**config.mk**
```make
export PLATFORM = sky130hd
export DESIGN_NAME = beacon_timer_unit
export DESIGN_NICKNAME = d
export VERILOG_FILES = /design/src/rtl/btu_pkg.sv /design/src/rtl/btu_tsf_counter.sv /design/src/rtl/btu_timer_slot.sv /design/src/rtl/btu_read_port.sv /design/src/rtl/beacon_timer_unit.sv
export SDC_FILE = /design/constraint.sdc
export NUM_CORES = 1
export LEC_CHECK = 0
export BUFFER_PORTS_ARGS = -buffer_cell sky130_fd_sc_hd__buf_2
export CAP_MARGIN = 20
export CORE_ASPECT_RATIO = 1.25
export CORE_MARGIN = 3
export CORE_UTILIZATION = 50
export CTS_CLUSTER_DIAMETER = 120
export CTS_CLUSTER_SIZE = 24
export DETAILED_ROUTE_END_ITERATION = 10
export PLACE_DENSITY = 0.71
export SLEW_MARGIN = 10
export SYNTH_ARGS = -nofsm -noshare
export SYNTH_HDL_FRONTEND = slang
export SYNTH_SLANG_ARGS = --single-unit
```
**constraint.sdc**
```tcl
create_clock -name clk -period 5.8 [get_ports clk]
set_clock_uncertainty 0.2 [all_clocks]
set_input_delay 1.16 -clock clk [delete_from_list [all_inputs] [get_ports clk]]
set_output_delay 1.16 -clock clk [all_outputs]
set_load 0.01 [all_outputs]
```
**src/rtl/btu_pkg.sv**
```systemverilog
// Package: shared constants for the beacon target timer unit.
// Assumes a 64-bit counter accessed as two 32-bit halves.
package btu_pkg;
    localparam int TSF_W   = 64;
    localparam int HALF_W  = 32;
    localparam int ADDR_W  = 3;
    localparam int NUM_TMR = 4;

    localparam logic [ADDR_W-1:0] A_TSF_LO = 3'd0;
    localparam logic [ADDR_W-1:0] A_TSF_HI = 3'd1;
    localparam logic [ADDR_W-1:0] A_NBT    = 3'd2;
    localparam logic [ADDR_W-1:0] A_DMA    = 3'd3;
    localparam logic [ADDR_W-1:0] A_SWBA   = 3'd4;
    localparam logic [ADDR_W-1:0] A_ATIM   = 3'd5;
    localparam logic [ADDR_W-1:0] A_CTRL   = 3'd6;

    // Timer slot indices; slot g lives at address A_NBT + g
    localparam int T_NBT  = 0;
    localparam int T_DMA  = 1;
    localparam int T_SWBA = 2;
    localparam int T_ATIM = 3;

    localparam int CTRL_EN_BIT  = 16;
    localparam int CTRL_RST_BIT = 17;

    // True for the slots that count in eighths of a time unit
    function automatic bit is_alert(int idx);
        return (idx == T_DMA) || (idx == T_SWBA);
    endfunction
endpackage

```
**src/rtl/btu_tsf_counter.sv**
```systemverilog
// Module: 64-bit time synchronisation counter.
// Priority: clear > external load > half-word write > tick increment.
// Assumes at most one of the write strobes per cycle.
module btu_tsf_counter
    import btu_pkg::*;
(
    input  logic              clk,
    input  logic              rst_n,
    input  logic              tick,
    input  logic              clr,
    input  logic              load,
    input  logic [TSF_W-1:0]  load_val,
    input  logic              wr_lo,
    input  logic              wr_hi,
    input  logic [HALF_W-1:0] wr_val,
    output logic [TSF_W-1:0]  tsf
);
    // Counter state update in priority order
    always_ff @(posedge clk) begin
        if (!rst_n) begin
            tsf <= '0;
        end else if (clr) begin
            tsf <= '0;
        end else if (load) begin
            tsf <= load_val;
        end else if (wr_lo) begin
            tsf[HALF_W-1:0] <= wr_val;
        end else if (wr_hi) begin
            tsf[TSF_W-1:HALF_W] <= wr_val;
        end else if (tick) begin
            tsf <= tsf + 1'b1;
        end
    end
endmodule

```
**src/rtl/btu_timer_slot.sv**
```systemverilog
// Module: one beacon schedule timer.
// Fires a registered one-cycle event when enabled and the compare count
// equals the stored value, then advances by (interval << ADV_SHIFT).
// A load from the register port wins over the advance in the same cycle.
module btu_timer_slot #(
    parameter int TMR_W     = 16,
    parameter int ADV_SHIFT = 0
) (
    input  logic             clk,
    input  logic             rst_n,
    input  logic             enable,
    input  logic [TMR_W-1:0] cnt,
    input  logic [TMR_W-1:0] ival,
    input  logic             ld,
    input  logic [TMR_W-1:0] ld_val,
    output logic [TMR_W-1:0] tmr,
    output logic             evt
);
    logic [TMR_W-1:0] step;
    logic             match;

    // Interval scaled to this slot's resolution, wrapping at TMR_W bits
    assign step  = ival << ADV_SHIFT;
    // Exact-equality compare only; a skipped value is not caught up
    assign match = enable && (cnt == tmr);

    // Timer value and event pulse register
    always_ff @(posedge clk) begin
        if (!rst_n) begin
            tmr <= '0;
            evt <= 1'b0;
        end else begin
            evt <= match;
            if (ld) begin
                tmr <= ld_val;
            end else if (match) begin
                tmr <= tmr + step;
            end
        end
    end
endmodule

```
**src/rtl/btu_read_port.sv**
```systemverilog
// Module: registered read mux with upper-half shadow.
// A low-half read captures the upper half; a high-half read returns it.
// Assumes TMR_W <= 32.
module btu_read_port
    import btu_pkg::*;
#(
    parameter int TMR_W = 16
) (
    input  logic                            clk,
    input  logic                            rst_n,
    input  logic                            rd_en,
    input  logic [ADDR_W-1:0]               rd_addr,
    input  logic [TSF_W-1:0]                tsf,
    input  logic [NUM_TMR-1:0][TMR_W-1:0]   tmr,
    input  logic [HALF_W-1:0]               ctrl_word,
    output logic [HALF_W-1:0]               rd_data
);
    logic [HALF_W-1:0] hi_shadow;

    // Read data and shadow capture
    always_ff @(posedge clk) begin
        if (!rst_n) begin
            rd_data   <= '0;
            hi_shadow <= '0;
        end else if (rd_en) begin
            case (rd_addr)
                A_TSF_LO: begin
                    rd_data   <= tsf[HALF_W-1:0];
                    hi_shadow <= tsf[TSF_W-1:HALF_W];
                end
                A_TSF_HI: rd_data <= hi_shadow;
                A_NBT:    rd_data <= HALF_W'(tmr[T_NBT]);
                A_DMA:    rd_data <= HALF_W'(tmr[T_DMA]);
                A_SWBA:   rd_data <= HALF_W'(tmr[T_SWBA]);
                A_ATIM:   rd_data <= HALF_W'(tmr[T_ATIM]);
                A_CTRL:   rd_data <= ctrl_word;
                default:  rd_data <= '0;
            endcase
        end
    end
endmodule

```
**src/rtl/beacon_timer_unit.sv**
```systemverilog
// Module: beacon target timer unit top.
// Holds the counter, control state and four timer slots. The TU count is
// counter bits [TU_SHIFT +: TMR_W]; the eighth-TU count starts
// ALERT_FRAC bits lower. Assumes TU_SHIFT >= ALERT_FRAC and TMR_W <= 16.
module beacon_timer_unit
    import btu_pkg::*;
#(
    parameter int TMR_W      = 16,
    parameter int TU_SHIFT   = 10,
    parameter int ALERT_FRAC = 3
) (
    input  logic              clk,
    input  logic              rst_n,
    input  logic              us_tick,
    input  logic              wr_en,
    input  logic [2:0]        wr_addr,
    input  logic [31:0]       wr_data,
    input  logic              rd_en,
    input  logic [2:0]        rd_addr,
    output logic [31:0]       rd_data,
    input  logic              tsf_load,
    input  logic [63:0]       tsf_load_val,
    output logic              evt_nbt,
    output logic              evt_dma,
    output logic              evt_swba,
    output logic              evt_atim
);
    localparam int TU_LSB = TU_SHIFT;
    localparam int FR_LSB = TU_SHIFT - ALERT_FRAC;

    logic [TSF_W-1:0]              tsf_q;
    logic [TMR_W-1:0]              ival_q;
    logic                          en_q;
    logic                          rst_req_q;
    logic                          ctrl_wr;
    logic                          tsf_clr;
    logic [TMR_W-1:0]              tu_cnt;
    logic [TMR_W-1:0]              fr_cnt;
    logic [NUM_TMR-1:0]            ld;
    logic [NUM_TMR-1:0][TMR_W-1:0] ld_val;
    logic [NUM_TMR-1:0][TMR_W-1:0] tmr_q;
    logic [NUM_TMR-1:0]            evt_vec;
    logic [HALF_W-1:0]             ctrl_word;

    assign ctrl_wr = wr_en && (wr_addr == A_CTRL);
    // Only the write that raises the request clears the counter
    assign tsf_clr = ctrl_wr && wr_data[CTRL_RST_BIT] && !rst_req_q;
    assign tu_cnt  = tsf_q[TU_LSB +: TMR_W];
    assign fr_cnt  = tsf_q[FR_LSB +: TMR_W];

    // Control register: interval, enable, toggling reset request
    always_ff @(posedge clk) begin
        if (!rst_n) begin
            ival_q    <= '0;
            en_q      <= 1'b0;
            rst_req_q <= 1'b0;
        end else if (ctrl_wr) begin
            ival_q    <= wr_data[TMR_W-1:0];
            en_q      <= wr_data[CTRL_EN_BIT];
            rst_req_q <= rst_req_q ^ wr_data[CTRL_RST_BIT];
        end
    end

    // Control readback word
    always_comb begin
        ctrl_word               = '0;
        ctrl_word[TMR_W-1:0]    = ival_q;
        ctrl_word[CTRL_EN_BIT]  = en_q;
        ctrl_word[CTRL_RST_BIT] = rst_req_q;
    end

    // Timer load decode, including the non-zero ATIM window rule
    always_comb begin
        for (int g = 0; g < NUM_TMR; g++) begin
            ld[g]     = wr_en && (wr_addr == ADDR_W'(int'(A_NBT) + g));
            ld_val[g] = wr_data[TMR_W-1:0];
        end
        if (ld[T_NBT]) begin
            ld[T_ATIM]     = 1'b1;
            ld_val[T_ATIM] = wr_data[TMR_W-1:0] + 1'b1;
        end else if (ld[T_ATIM] && (wr_data[TMR_W-1:0] == tmr_q[T_NBT])) begin
            ld_val[T_ATIM] = tmr_q[T_NBT] + 1'b1;
        end
    end

    btu_tsf_counter u_tsf (
        .clk      (clk),
        .rst_n    (rst_n),
        .tick     (us_tick),
        .clr      (tsf_clr),
        .load     (tsf_load),
        .load_val (tsf_load_val),
        .wr_lo    (wr_en && (wr_addr == A_TSF_LO)),
        .wr_hi    (wr_en && (wr_addr == A_TSF_HI)),
        .wr_val   (wr_data),
        .tsf      (tsf_q)
    );

    for (genvar g = 0; g < NUM_TMR; g++) begin : g_slot
        localparam bit ALERT = is_alert(g);
        btu_timer_slot #(
            .TMR_W     (TMR_W),
            .ADV_SHIFT (ALERT ? ALERT_FRAC : 0)
        ) u_slot (
            .clk    (clk),
            .rst_n  (rst_n),
            .enable (en_q),
            .cnt    (ALERT ? fr_cnt : tu_cnt),
            .ival   (ival_q),
            .ld     (ld[g]),
            .ld_val (ld_val[g]),
            .tmr    (tmr_q[g]),
            .evt    (evt_vec[g])
        );
    end

    btu_read_port #(.TMR_W(TMR_W)) u_rd (
        .clk       (clk),
        .rst_n     (rst_n),
        .rd_en     (rd_en),
        .rd_addr   (rd_addr),
        .tsf       (tsf_q),
        .tmr       (tmr_q),
        .ctrl_word (ctrl_word),
        .rd_data   (rd_data)
    );

    assign evt_nbt  = evt_vec[T_NBT];
    assign evt_dma  = evt_vec[T_DMA];
    assign evt_swba = evt_vec[T_SWBA];
    assign evt_atim = evt_vec[T_ATIM];
endmodule

```
# Yosys cells after proc, flatten, opt, wreduce, memory -nomap -nowiden
# Index checks and enable logic that the tools add are counted.
op_classes:
  add_sub_neg: 7
  mul: 0
  div_mod_pow: 0
  n_lt_le_gt_ge: 0
  n_eq_ne: 19
  n_shift: 0
  n_mux: 18
  bitwise: 2
  n_reduce_logical: 27
op_table:
  columns: ["operator", "n"]
  rows:
  - ["$pmux 32 s7", 1]
  - ["$mux 16", 10]
  - ["$mux 32", 4]
  - ["$mux 64", 2]
  - ["$eq 16x16->1", 5]
  - ["$add 16x16->16", 4]
  - ["$add 64x1->64 const B", 1]
  - ["$add 16x1->16 const B", 2]
  - ["$eq 3x3->1 const B", 6]
  - ["$logic_and 1x1->1", 14]
  - ["$eq 3x2->1 const B", 4]
  - ["$reduce_bool 2->1", 4]
  - ["$eq 3x1->1 const B", 2]
  - ["$logic_not 3->1", 2]
  - ["$reduce_and 2->1", 3]
  - ["$reduce_bool 3->1", 2]
  - ["$ne 3x2->1 const B", 1]
  - ["$ne 2x2->1 const B", 1]
  - ["$reduce_or 2->1", 1]
  - ["$logic_not 1->1", 1]
  - ["$mux 1", 1]
  - ["$not 1->1", 1]
  - ["$xor 1x1->1", 1]
totals:
  register_bits: 214
  latch_bits: 0
  ram_bits: 0
  rom_bits: 0
  inputBits: 108
  out_inout_bits: 36
  memories: 0

# Longest topological paths before layout
# Gate-level depths: netlist of the first run.
logic_depth:
  depth_word: 6
  depth_mapped: 10
  depth_no_buf: 9

# Modules after synthesis
# Synthesis of the first run repeated with hierarchy kept, for this count alone.
hier_totals:
  hier_cells: 2147
  hier_area_um2: 17140.2
modules_own_cells:
  columns: ["module", "instances", "cells_per_inst", "area_per_inst_um2"]
  rows:
  - ["btu_tsf_counter", 1, 747, 5297.6]
  - ["btu_read_port", 1, 391, 3568.4]
  - ["btu_timer_slot (g_slot[0].u_slot ...)", 2, 195, 1679.1]
  - ["btu_timer_slot (g_slot[1].u_slot ...)", 2, 188, 1560.2]
  - ["beacon_timer_unit", 1, 243, 1795.5]

# Least setup slack after synthesis of the first run
# OpenSTA, ideal clock, no wires.
synth_path:
  path_type: "in2reg"
  from: "input wr_addr[2]"
  to: "register u_tsf.tsf[62]"
  setup_time_ns: 0.128
  t_arrival_ns: 2.983
  required_ns: 5.472
  slack_ns: 2.489
  cell_stages: 10
  cell_sequence: "clkbuf_1 > nor4bb_1 > clkbuf_1 > nor2b_1 > buf_2 > a21oi_1 > nor2_1 > buf_2 > nand4_1 > o211ai_1"
synth_via:
  elab_chain_cells: 5
  word_cells_on_any_way: 15
  classes_between: "eq/ne: 3; mux: 3; reduce/logical: 9"
synth_rtl:
  columns: ["item", "line", "text"]
  rows:
  - ["start: declaration", "beacon_timer_unit.sv:16", "input logic [2:0] wr_addr,"]
  - ["$eq 3x1->1 or $eq 3x3->1 (tied branches)", "beacon_timer_unit.sv:94, beacon_timer_unit.sv:45", null]
  - ["$logic_and 1x1->1 (on tied branches)", "beacon_timer_unit.sv:94, beacon_timer_unit.sv:45", null]
  - ["$mux 32 or $logic_and 1x1->1 (tied branches)", "btu_tsf_counter.sv:28, beacon_timer_unit.sv:47", null]
  - ["$mux 32 or $logic_and 1x1->1 (tied branches)", "btu_tsf_counter.sv:26, beacon_timer_unit.sv:47", null]
  - ["$mux 64 or $reduce_or 2->1 (tied branches)", null, null]
  - ["end signal: assignment", "btu_tsf_counter.sv:25", "tsf <= load_val;"]
  - ["end signal: indexed assignment", "btu_tsf_counter.sv:27", "tsf[HALF_W-1:0] <= wr_val;"]
  - ["end signal: indexed assignment", "btu_tsf_counter.sv:29", "tsf[TSF_W-1:HALF_W] <= wr_val;"]
  - ["end: declaration", "btu_tsf_counter.sv:16", "output logic [TSF_W-1:0] tsf"]
# Several ways; a longest one is shown, not always the timed one. The select of a mux whose other input is x is not followed.
# A chain may end at the register's enable or synchronous reset.

# Final worst setup path of the first run
layout_path:
  from: "input wr_en"
  to: "register u_tsf.tsf[26]"
layout_via:
  elab_chain_cells: 4
  word_cells_on_any_way: 11
  classes_between: "eq/ne: 1; mux: 2; reduce/logical: 8"
layout_rtl:
  columns: ["item", "line", "text"]
  rows:
  - ["start: declaration", "beacon_timer_unit.sv:15", "input logic wr_en,"]
  - ["branches (longest 4 deep; another with $ne 3x2->1)", null, null]
  - ["end signal: indexed assignment", "btu_tsf_counter.sv:27", null]
  - ["end signal: indexed assignment", "btu_tsf_counter.sv:29", null]
  - ["end signal: assignment", "btu_tsf_counter.sv:31", "tsf <= tsf + 1'b1;"]
# Parallel ways; which one is timed is not known.

==> flow_summary_export.csv, run 1 <==
group,metric,value,unit
clock_network,cts_resized,0,
placement,dp_hpwl,46900,um
worst_setup_path,crit_start,"wr_en",
routing,drc,0,
sta,tightest_slew,1.06,ns
cells_and_area,antenna_cells,0,
sta,finalCritPeriodShare,0.649,
pwr,power_density,190,nW/um^2
cells_and_area,design_area,16800,um^2
floorplanning,core_area,30400,um^2
synthesis,syn_area_per_cell,7.53,um^2
synthesis,synth.top_cells.by_count,"nand2_1 (276), dfxtp_1 (214), a21oi_1 (205)",
floorplanning,pin_count,144,
routing,first_pass_iters,6,
cells_and_area,layout-drive-gt1-share,0.120,
floorplanning,start_util,0.511,
worst_setup_path,arrival,3.98,ns
clock_network,clock_path_buffers,3,
synthesis,async_flop_share,0,
routing,routedWlPerCell,25.7,um
clock_network,postCtsHoldBufs,0,
routing,wl_met1,22900,um
synthesis,synth_top_area_frac,0.276,
synthesis,synthTopCellsByArea,"dfxtp_1 (28%), nand2_1 (6.7%), a21oi_1 (6.6%)",
synthesis,yosysMostFrequentCell,"nand2_1",
global_route,grt_pass1_wl,95200,um
global_route,first_global_vias,15700,
run,maxCapViolations,0,
routing,drtIter0Drc,2369,
routing,vias,16800,
floorplanning,dieArea,33200,um^2
worst_setup_path,startpoint_type,"input pin",
sta,finalHoldViolCount,0,
global_route,antenna_found_initial,0,
routing,dr_wl_met2,28700,um
synthesis,syn_inst,2062,
synthesis,synth.distinct_cells,82,
sta,max_slew_margin,0.292,
routing,wl_met3,6240,um
worst_setup_path,reg2reg_slack,2.11,ns
worst_setup_path,required,6.02,ns
sta,slew_viol_final,0,
cells_and_area,layout.nets,2260,
sta,fin_crit,3.76,ns
pwr,ir_worst_vdd,0.000218,V
min_path,min_from,"u_rd.hi_shadow[19]",
synthesis,synth-seq-area-share,0.276,
global_route,grt.total_usage,0.373,
synthesis,yosysTopAreaCell,"dfxtp_1",
synthesis,syn_nets,2231,
floorplanning,die_x,164,um
routing,wl,64000,um
placement,port_buffers,143,
floorplanning,die_h,203,um
worst_setup_path,critPathMaxFanout,12,
sta,rsz0062_at_grt,"no",
worst_setup_path,setup.worst_path.class,"in2reg",
placement,gp_congestion,1.05,
synthesis,synth_edf_count,0,
sta,setup_viol,0,
routing,ant_nets,0,
clock_network,cts_made_buffers,12,
worst_setup_path,endpoint_kind,"flip-flop",
run_status,outcome,"finished, final reports clean",
synthesis,syn-cell-area,15500,um^2
routing,routed.top_layer,"met4",
clock_network,cts_sinks,214,
floorplanning,rows,71,
clock_network,cts_root_buffer,"clkbuf_16",
cells_and_area,area_growth,7.88,%
sta,tns,0,ns
routing,viasPerCell,6.74,
synthesis,synth-main-ff-cell,"dfxtp_1",
pwr,total_leakage_power,0.00654,uW
global_route,grt_max_degree,73,
global_route,grt-ovfl-total,0,
clock_network,cts_tree,"built",
clock_network,clk_latency,0.50,ns
worst_setup_path,worstReg2RegStart,"u_tsf.tsf[10]",
clock_network,clkTransAtPathRegs,0.11,ns
sta,max_clock_freq,266,MHz
clock_network,cts.htree.levels,1,
placement,placed_area,16400,um^2
synthesis,ys_ff_latch,214,
synthesis,yosysWarnings,0,
clock_network,cts_setup_buffers,0,
min_path,hold_path.class,"reg2reg",
==> layout make-up <==
type / instances / area (um^2)
clock buffer: 14 / 339
fill: 2974 / 13600
sequential: 214 / 4280
timing repair buffer: 175 / 963
inverter: 28 / 108
multi-input combinational: 1660 / 10600
tap: 401 / 502
==> where the power goes <==
| group | switching [uW] | internal, uW |
|---|---|---|
| Clock | 527 | 418 |
| Sequential | 125 | 1520 |
| Combinational | 364 | 223 |
==> critical path: stages <==
cell and delay (ns):
buf_2 0.14, nor2b_1 0.56, and2_1 0.53, nor2_1 0.28, buf_4 0.26, nand2_1 0.38, buf_4 0.30, nand2_1 0.07
a221oi_1 0.27
==> logic make-up (layout without fill, tap and decap cells) <==
kind of cell | count (synthesis) | in the layout | share of synthesized area
simple gates | 763 | 763 | 0.230
compound gates | 598 | 598 | 0.246
flops | 214 | 214 | 0.276
buf+inv | 188 | 217 | 0.0478
xor+xnor | 155 | 155 | 0.0874
mux | 83 | 83 | 0.0614
fa+ha+maj | 61 | 61 | 0.0511
==> worst paths after layout <==
check / cells past startpoint / endpoint
max: 9 / u_tsf.tsf[26]
max reg2reg: 7 / u_tsf.tsf[43]
min: 2 / u_rd.hi_shadow[19]
min reg2reg: 2 / u_rd.hi_shadow[19]
==> state kept, by name (all words and copies together), names as in the netlist <==
signal,cells
u_rd.hi_shadow,32
g_slot.u_slot.tmr,64
g_slot.u_slot.evt,4
rst_req_q,1
u_tsf.tsf,64
u_rd.rd_data,32
ival_q,16
en_q,1
==> metal layers <==
metal	track usage	vias to the layer above
met4	0.280	0
li1	-	7550
met3	0.0539	311
met1	0.450	7907
met5	0	-
met2	0.599	1039
==> cells in the final DEF (no fill, tap or decap), drive strengths merged, types with 28 or more instances in the layout <==
master / Yosys / routed
nor4: 28 / 28
inv: 27 / 28
nand4: 34 / 34
o21ai: 89 / 89
a21oi: 205 / 205
xor2: 80 / 80
nor2: 204 / 204
ha: 57 / 57
a22oi: 44 / 44
a31oi: 41 / 41
xnor2: 75 / 75
dfxtp: 214 / 214
nand3: 71 / 71
nor3: 37 / 37
a211oi: 50 / 50
mux2i: 57 / 57
buf: 38 / 175
nand2: 276 / 276
==> through the flow <==
stage	hold slack (ns)	setup WS (ns)	instances	util	total power (uW)
after global placement	0.242	1.67	2477	0.540	2230
after detailed placement	0.248	1.67	2478	0.540	2240
final	0.259	2.04	2492	0.552	3180
after CTS	0.261	2.15	2492	0.552	3150
after floorplan	0.233	2.49	2062	-	2010
after global routing	0.282	1.94	2492	0.552	3270
(Power assumes the default switching activity.)
==> run 2, diff against run 1 <==
clock period = 3.67 ns   (was 5.8 ns; I/O delays follow)
==> flow_summary_export.csv, run 2 (synthesis results as in run 1) <==
group,metric,value,unit
cells_and_area,largestRegisters,"g_slot.u_slot.tmr (64), u_tsf.tsf (64)",
global_route,grt_max_degree,84,
worst_setup_path,endpoint_kind,"flip-flop",
worst_setup_path,crit_family,"simple AND/OR/NAND/NOR gates",
cells_and_area,area_growth,11.3,%
clock_network,cts_root_buffer,"clkbuf_16",
clock_network,clk_latency,0.50,ns
routing,viasPerCell,6.60,
worst_setup_path,setup.worst_path.class,"reg2reg",
floorplanning,rows,71,
floorplanning,die_x,164,um
cells_and_area,layout.nets,2329,
routing,routedWlPerCell,26.3,um
floorplanning,die_h,203,um
cells_and_area,final_cell_mix,"nand2_1 (276), dfxtp_1 (214), a21oi_1 (204)",
clock_network,postCtsHoldBufs,0,
sta,max_slew_margin,0.399,
cells_and_area,mostFrequentLayoutCell,"nand2_1",
sta,tns,0,ns
sta,finalCritPeriodShare,0.847,
worst_setup_path,crit_path_top_delay_cell,"dfxtp_1",
clock_network,clock_path_buffers,3,
clock_network,cts.htree.levels,1,
worst_setup_path,critPathMaxFanout,7,
routing,wl,67500,um
clock_network,cts_made_buffers,12,
routing,first_pass_iters,7,
floorplanning,start_util,0.511,
worst_setup_path,arrival,3.32,ns
global_route,antenna_found_initial,0,
clock_network,cts_resized,0,
placement,port_buffers,143,
pwr,ir_worst_vdd,0.000302,V
sta,max_clock_freq,322,MHz
sta,slew_viol_final,0,
run,maxCapViolations,0,
sta,tightest_slew,0.901,ns
global_route,grt-ovfl-total,0,
worst_setup_path,crit_path_max_incr_delay,0.68,ns
floorplanning,pin_count,144,
clock_network,clkTransAtPathRegs,0.10,ns
pwr,power_density,295,nW/um^2
routing,drc,0,
clock_network,cts_tree,"built",
global_route,first_global_vias,16100,
placement,dp_hpwl,51000,um
sta,finalHoldViolCount,0,
cells_and_area,layout-drive-gt1-share,0.148,
sta,fin_crit,3.11,ns
routing,drtIter0Drc,1994,
routing,vias,16900,
placement,gp_congestion,1.03,
global_route,grt.total_usage,0.393,
floorplanning,core_area,30400,um^2
cells_and_area,design_area,17300,um^2
global_route,grt_pass1_wl,99000,um
sta,setup_viol,0,
sta,rsz0062_at_grt,"no",
clock_network,cts_setup_buffers,0,
placement,placed_area,17000,um^2
floorplanning,dieArea,33200,um^2
cells_and_area,antenna_cells,0,
pwr,total_leakage_power,0.00690,uW
worst_setup_path,required,3.89,ns
worst_setup_path,critPathBufInv,0,
cells_and_area,fillers,2936,
run_status,outcome,"finished, final reports clean",
routing,ant_nets,0,
worst_setup_path,path_cells,"nand3_1 > nor3_2 > nand3_1 > or4_4 > nor3_2 > o21ai_1 > a21oi_1",
clock_network,cts_sinks,214,
pwr,power,5100,uW
min_path,hold_path.class,"reg2reg",
worst_setup_path,startpoint_type,"flip-flop",
==> run 2: cell count changes in the layout (fill, tap and decap cells not counted), sizes merged <==
cell / change
clkbuf: +1
buf: +69
==> run 2: worst reg2reg max path, delay by kind of cell, from the launching register on <==
family / cells / cell delay (ns)
flip-flops: 1 / 0.68
AO/OA/AOI/OAI: 2 / 0.22
AND/OR/NAND/NOR: 5 / 1.94
==> run 2: power by group <==
part	switching (uW)	internal (uW)
Clock	851	647
Combinational	627	393
Sequential	175	2410
Total	1650	3450
==> run 2: metrics by stage <==
stage          setup slack (ns)  hold slack, ns  utilization  instances
3_3_place_gp              0.538           0.244        0.558       2547
5_1_grt                   0.409           0.277        0.569       2562
2_1_floorplan             0.785           0.233            -       2062
3_5_place_dp              0.507           0.247        0.558       2547
6_report                  0.561           0.259        0.569       2562
4_1_cts                   0.632           0.260        0.569       2562
==> run 2: final timing paths <==
check / to / start / slack [ns] / cells after the start
max: u_tsf.tsf[60] / u_tsf.tsf[13] / 0.56 / 7
min: u_rd.hi_shadow[20] / u_rd.hi_shadow[20] / 0.26 / 2
max reg2reg: u_tsf.tsf[60] / u_tsf.tsf[13] / 0.56 / 7
min reg2reg: u_rd.hi_shadow[20] / u_rd.hi_shadow[20] / 0.26 / 2
==> run 2: final cells by class <==
class	count	area [um^2]	area share
multi-input combinational	1660	10600	0.611
sequential	214	4280	0.248
timing repair buffer	244	1500	0.0867
tap	401	502	0.0290
clock buffer	15	333	0.0193
inverter	28	108	0.00622
==> run 2: per-layer routing <==
layer  GRT usage  part of all wire  vias to the layer above
met1       0.464              0.36                     7914
met4       0.298              0.10                        0
met2       0.636              0.45                     1019
li1            -                 -                     7688
met5           0                 0                        -
met3      0.0637             0.093                      292
==> run 3, diff against run 2 <==
clock period = 2.9 ns   (was 3.67 ns; I/O delays follow)
==> flow_summary_export.csv, run 3 (synthesis results as in run 1) <==
group,metric,value,unit
clock_network,cts_tree,"built",
global_route,grt-ovfl-total,0,
worst_setup_path,critPathBufInv,0,
clock_network,clk_latency,0.51,ns
routing,ant_nets,0,
placement,post-place-cells,2644,
sta,finalCritPeriodShare,0.982,
sta,rsz0062_at_grt,"no",
floorplanning,start_util,0.511,
sta,tns,0,ns
clock_network,clkTransAtPathRegs,0.11,ns
routing,first_pass_iters,7,
sta,finalHoldViolCount,0,
clock_network,cts.htree.levels,1,
worst_setup_path,crit_start,"u_tsf.tsf[0]",
sta,tightest_slew,0.821,ns
placement,dp_hpwl,54000,um
run_status,outcome,"finished, final reports clean",
run,maxCapViolations,0,
cells_and_area,fillers,2914,
global_route,antenna_found_initial,1,
routing,viasPerCell,6.47,
pwr,power.internal,4470,uW
pwr,p_sw_frac,0.321,
pwr,seqPwrFrac,0.488,
worst_setup_path,crit_family,"simple AND/OR/NAND/NOR gates",
pwr,power,6580,uW
worst_setup_path,required,3.11,ns
cells_and_area,mostFrequentLayoutCell,"nand2_1",
global_route,grt_pass1_wl,102000,um
pwr,ir_worst_vdd,0.000335,V
placement,placed_area,17800,um^2
worst_setup_path,worst_r2r_path_depth,7,
worst_setup_path,endpoint_kind,"flip-flop",
worst_setup_path,crit_path_top_delay_cell,"dfxtp_1",
floorplanning,rows,71,
sta,setup_viol,0,
placement,port_buffers,143,
floorplanning,die_h,203,um
pwr,power_density,361,nW/um^2
worst_setup_path,startpoint_type,"flip-flop",
clock_network,postCtsHoldBufs,0,
routing,routedWlPerCell,26.2,um
clock_network,cts_sinks,214,
worst_setup_path,timing.rr.end,"u_tsf.tsf[46]",
sta,max_slew_margin,0.452,
clock_network,cts_made_buffers,12,
worst_setup_path,crit_end,"u_tsf.tsf[46]",
pwr,power_switching,2120,uW
sta,holdWs,0.156,ns
worst_setup_path,setup.worst_path.class,"reg2reg",
worst_setup_path,arrival,3.06,ns
worst_setup_path,crit_path_max_incr_delay,0.48,ns
global_route,first_global_vias,16400,
sta,fin_crit,2.85,ns
clock_network,clock_path_buffers,3,
floorplanning,core_area,30400,um^2
routing,drc,0,
placement,gp_congestion,1.08,
min_path,hold_path.class,"in2reg",
cells_and_area,area_growth,17.2,%
floorplanning,dieArea,33200,um^2
clock_network,cts_root_buffer,"clkbuf_16",
worst_setup_path,path_cells,"ha_1 > nand4_1 > nor3_4 > nand4_2 > or3_1 > or4_1 > a41oi_1",
sta,slew_viol_final,0,
cells_and_area,largestRegisters,"g_slot.u_slot.tmr (64), u_tsf.tsf (64)",
cells_and_area,layout.nets,2426,
routing,drtIter0Drc,1856,
routing,wl,69700,um
pwr,total_leakage_power,0.00746,uW
floorplanning,die_x,164,um
cells_and_area,final_cell_mix,"nand2_1 (276), dfxtp_1 (211), nor2_1 (203), a21oi_1 (203), buf_4 (185)",
cells_and_area,instances_no_fill,2659,
worst_setup_path,crit_cells,7,
worst_setup_path,worstReg2RegStart,"u_tsf.tsf[0]",
sta,max_clock_freq,351,MHz
global_route,grt.total_usage,0.408,
global_route,grt_max_degree,69,
pwr,combinationalPowerShare,0.222,
cells_and_area,layout-drive-gt1-share,0.189,
floorplanning,pin_count,144,
routing,vias,17200,
cells_and_area,design_area,18200,um^2
worst_setup_path,reg2reg_slack,0.05,ns
pwr,clkPwrFrac,0.290,
worst_setup_path,critPathMaxFanout,5,
==> run 3: power groups by stage <==
stage          sequential [uW]  combinational, uW  clock, uW
6_report                  3210               1460       1910
5_1_grt                   3220               1560       2000
4_1_cts                   3200               1420       1910
3_5_place_dp              3270               1410          0
3_3_place_gp              3270               1400          0
2_1_floorplan             3200                827          0
==> run 3: per-layer routing <==
layer  vias up  wire (um)  track usage
li1       7874          -            -
met1      8141      25700        0.485
met2       912      31600        0.663
met3       262       5300       0.0502
met4         2       7130        0.317
met5         -         11            0
==> run 3: what timing repair did <==
action                     CTS  global route
resized for setup            0            10
setup endpoints to repair    0            14
setup buffers                0             0
==> run 3: worst min-delay path by stage <==
stage | startpoint | end | slack [ns] | cells past startpoint
finish | tsf_load_val[50] | u_tsf.tsf[50] | 0.16 | 3
global route | tsf_load_val[34] | u_tsf.tsf[34] | 0.19 | 3
CTS | tsf_load_val[50] | u_tsf.tsf[50] | 0.16 | 3
detailed placement | u_rd.hi_shadow[22] | u_rd.hi_shadow[22] | 0.25 | 2
global placement | u_rd.hi_shadow[17] | u_rd.hi_shadow[17] | 0.24 | 2
floorplan | u_rd.hi_shadow[16] | u_rd.hi_shadow[16] | 0.23 | 2
==> run 3: metrics by stage <==
step	util	setup WS, ns
after floorplan	-	0.169
after global placement	0.587	0.0549
after detailed placement	0.587	0.0589
after CTS	0.598	0.0187
after global routing	0.599	0.00625
final	0.599	0.0518
==> run 3: final cells by class <==
class | count | area [um^2] | share of cell area
Multi-Input combinational cell | 1660 | 10600 | 0.582
Sequential cell | 214 | 4290 | 0.235
Timing Repair Buffer | 341 | 2360 | 0.130
Tap cell | 401 | 502 | 0.0276
Clock buffer | 14 | 339 | 0.0186
Inverter | 28 | 108 | 0.00591
Antenna cell | 1 | 2.50 | 0.000137
==> run 3: worst register-to-register path, cell delays in order (launching register included) <==
cell and delay (ns):
dfxtp_1 0.48, ha_1 0.27, nand4_1 0.26, nor3_4 0.30, nand4_2 0.18, or3_1 0.46, or4_1 0.42, a41oi_1 0.22
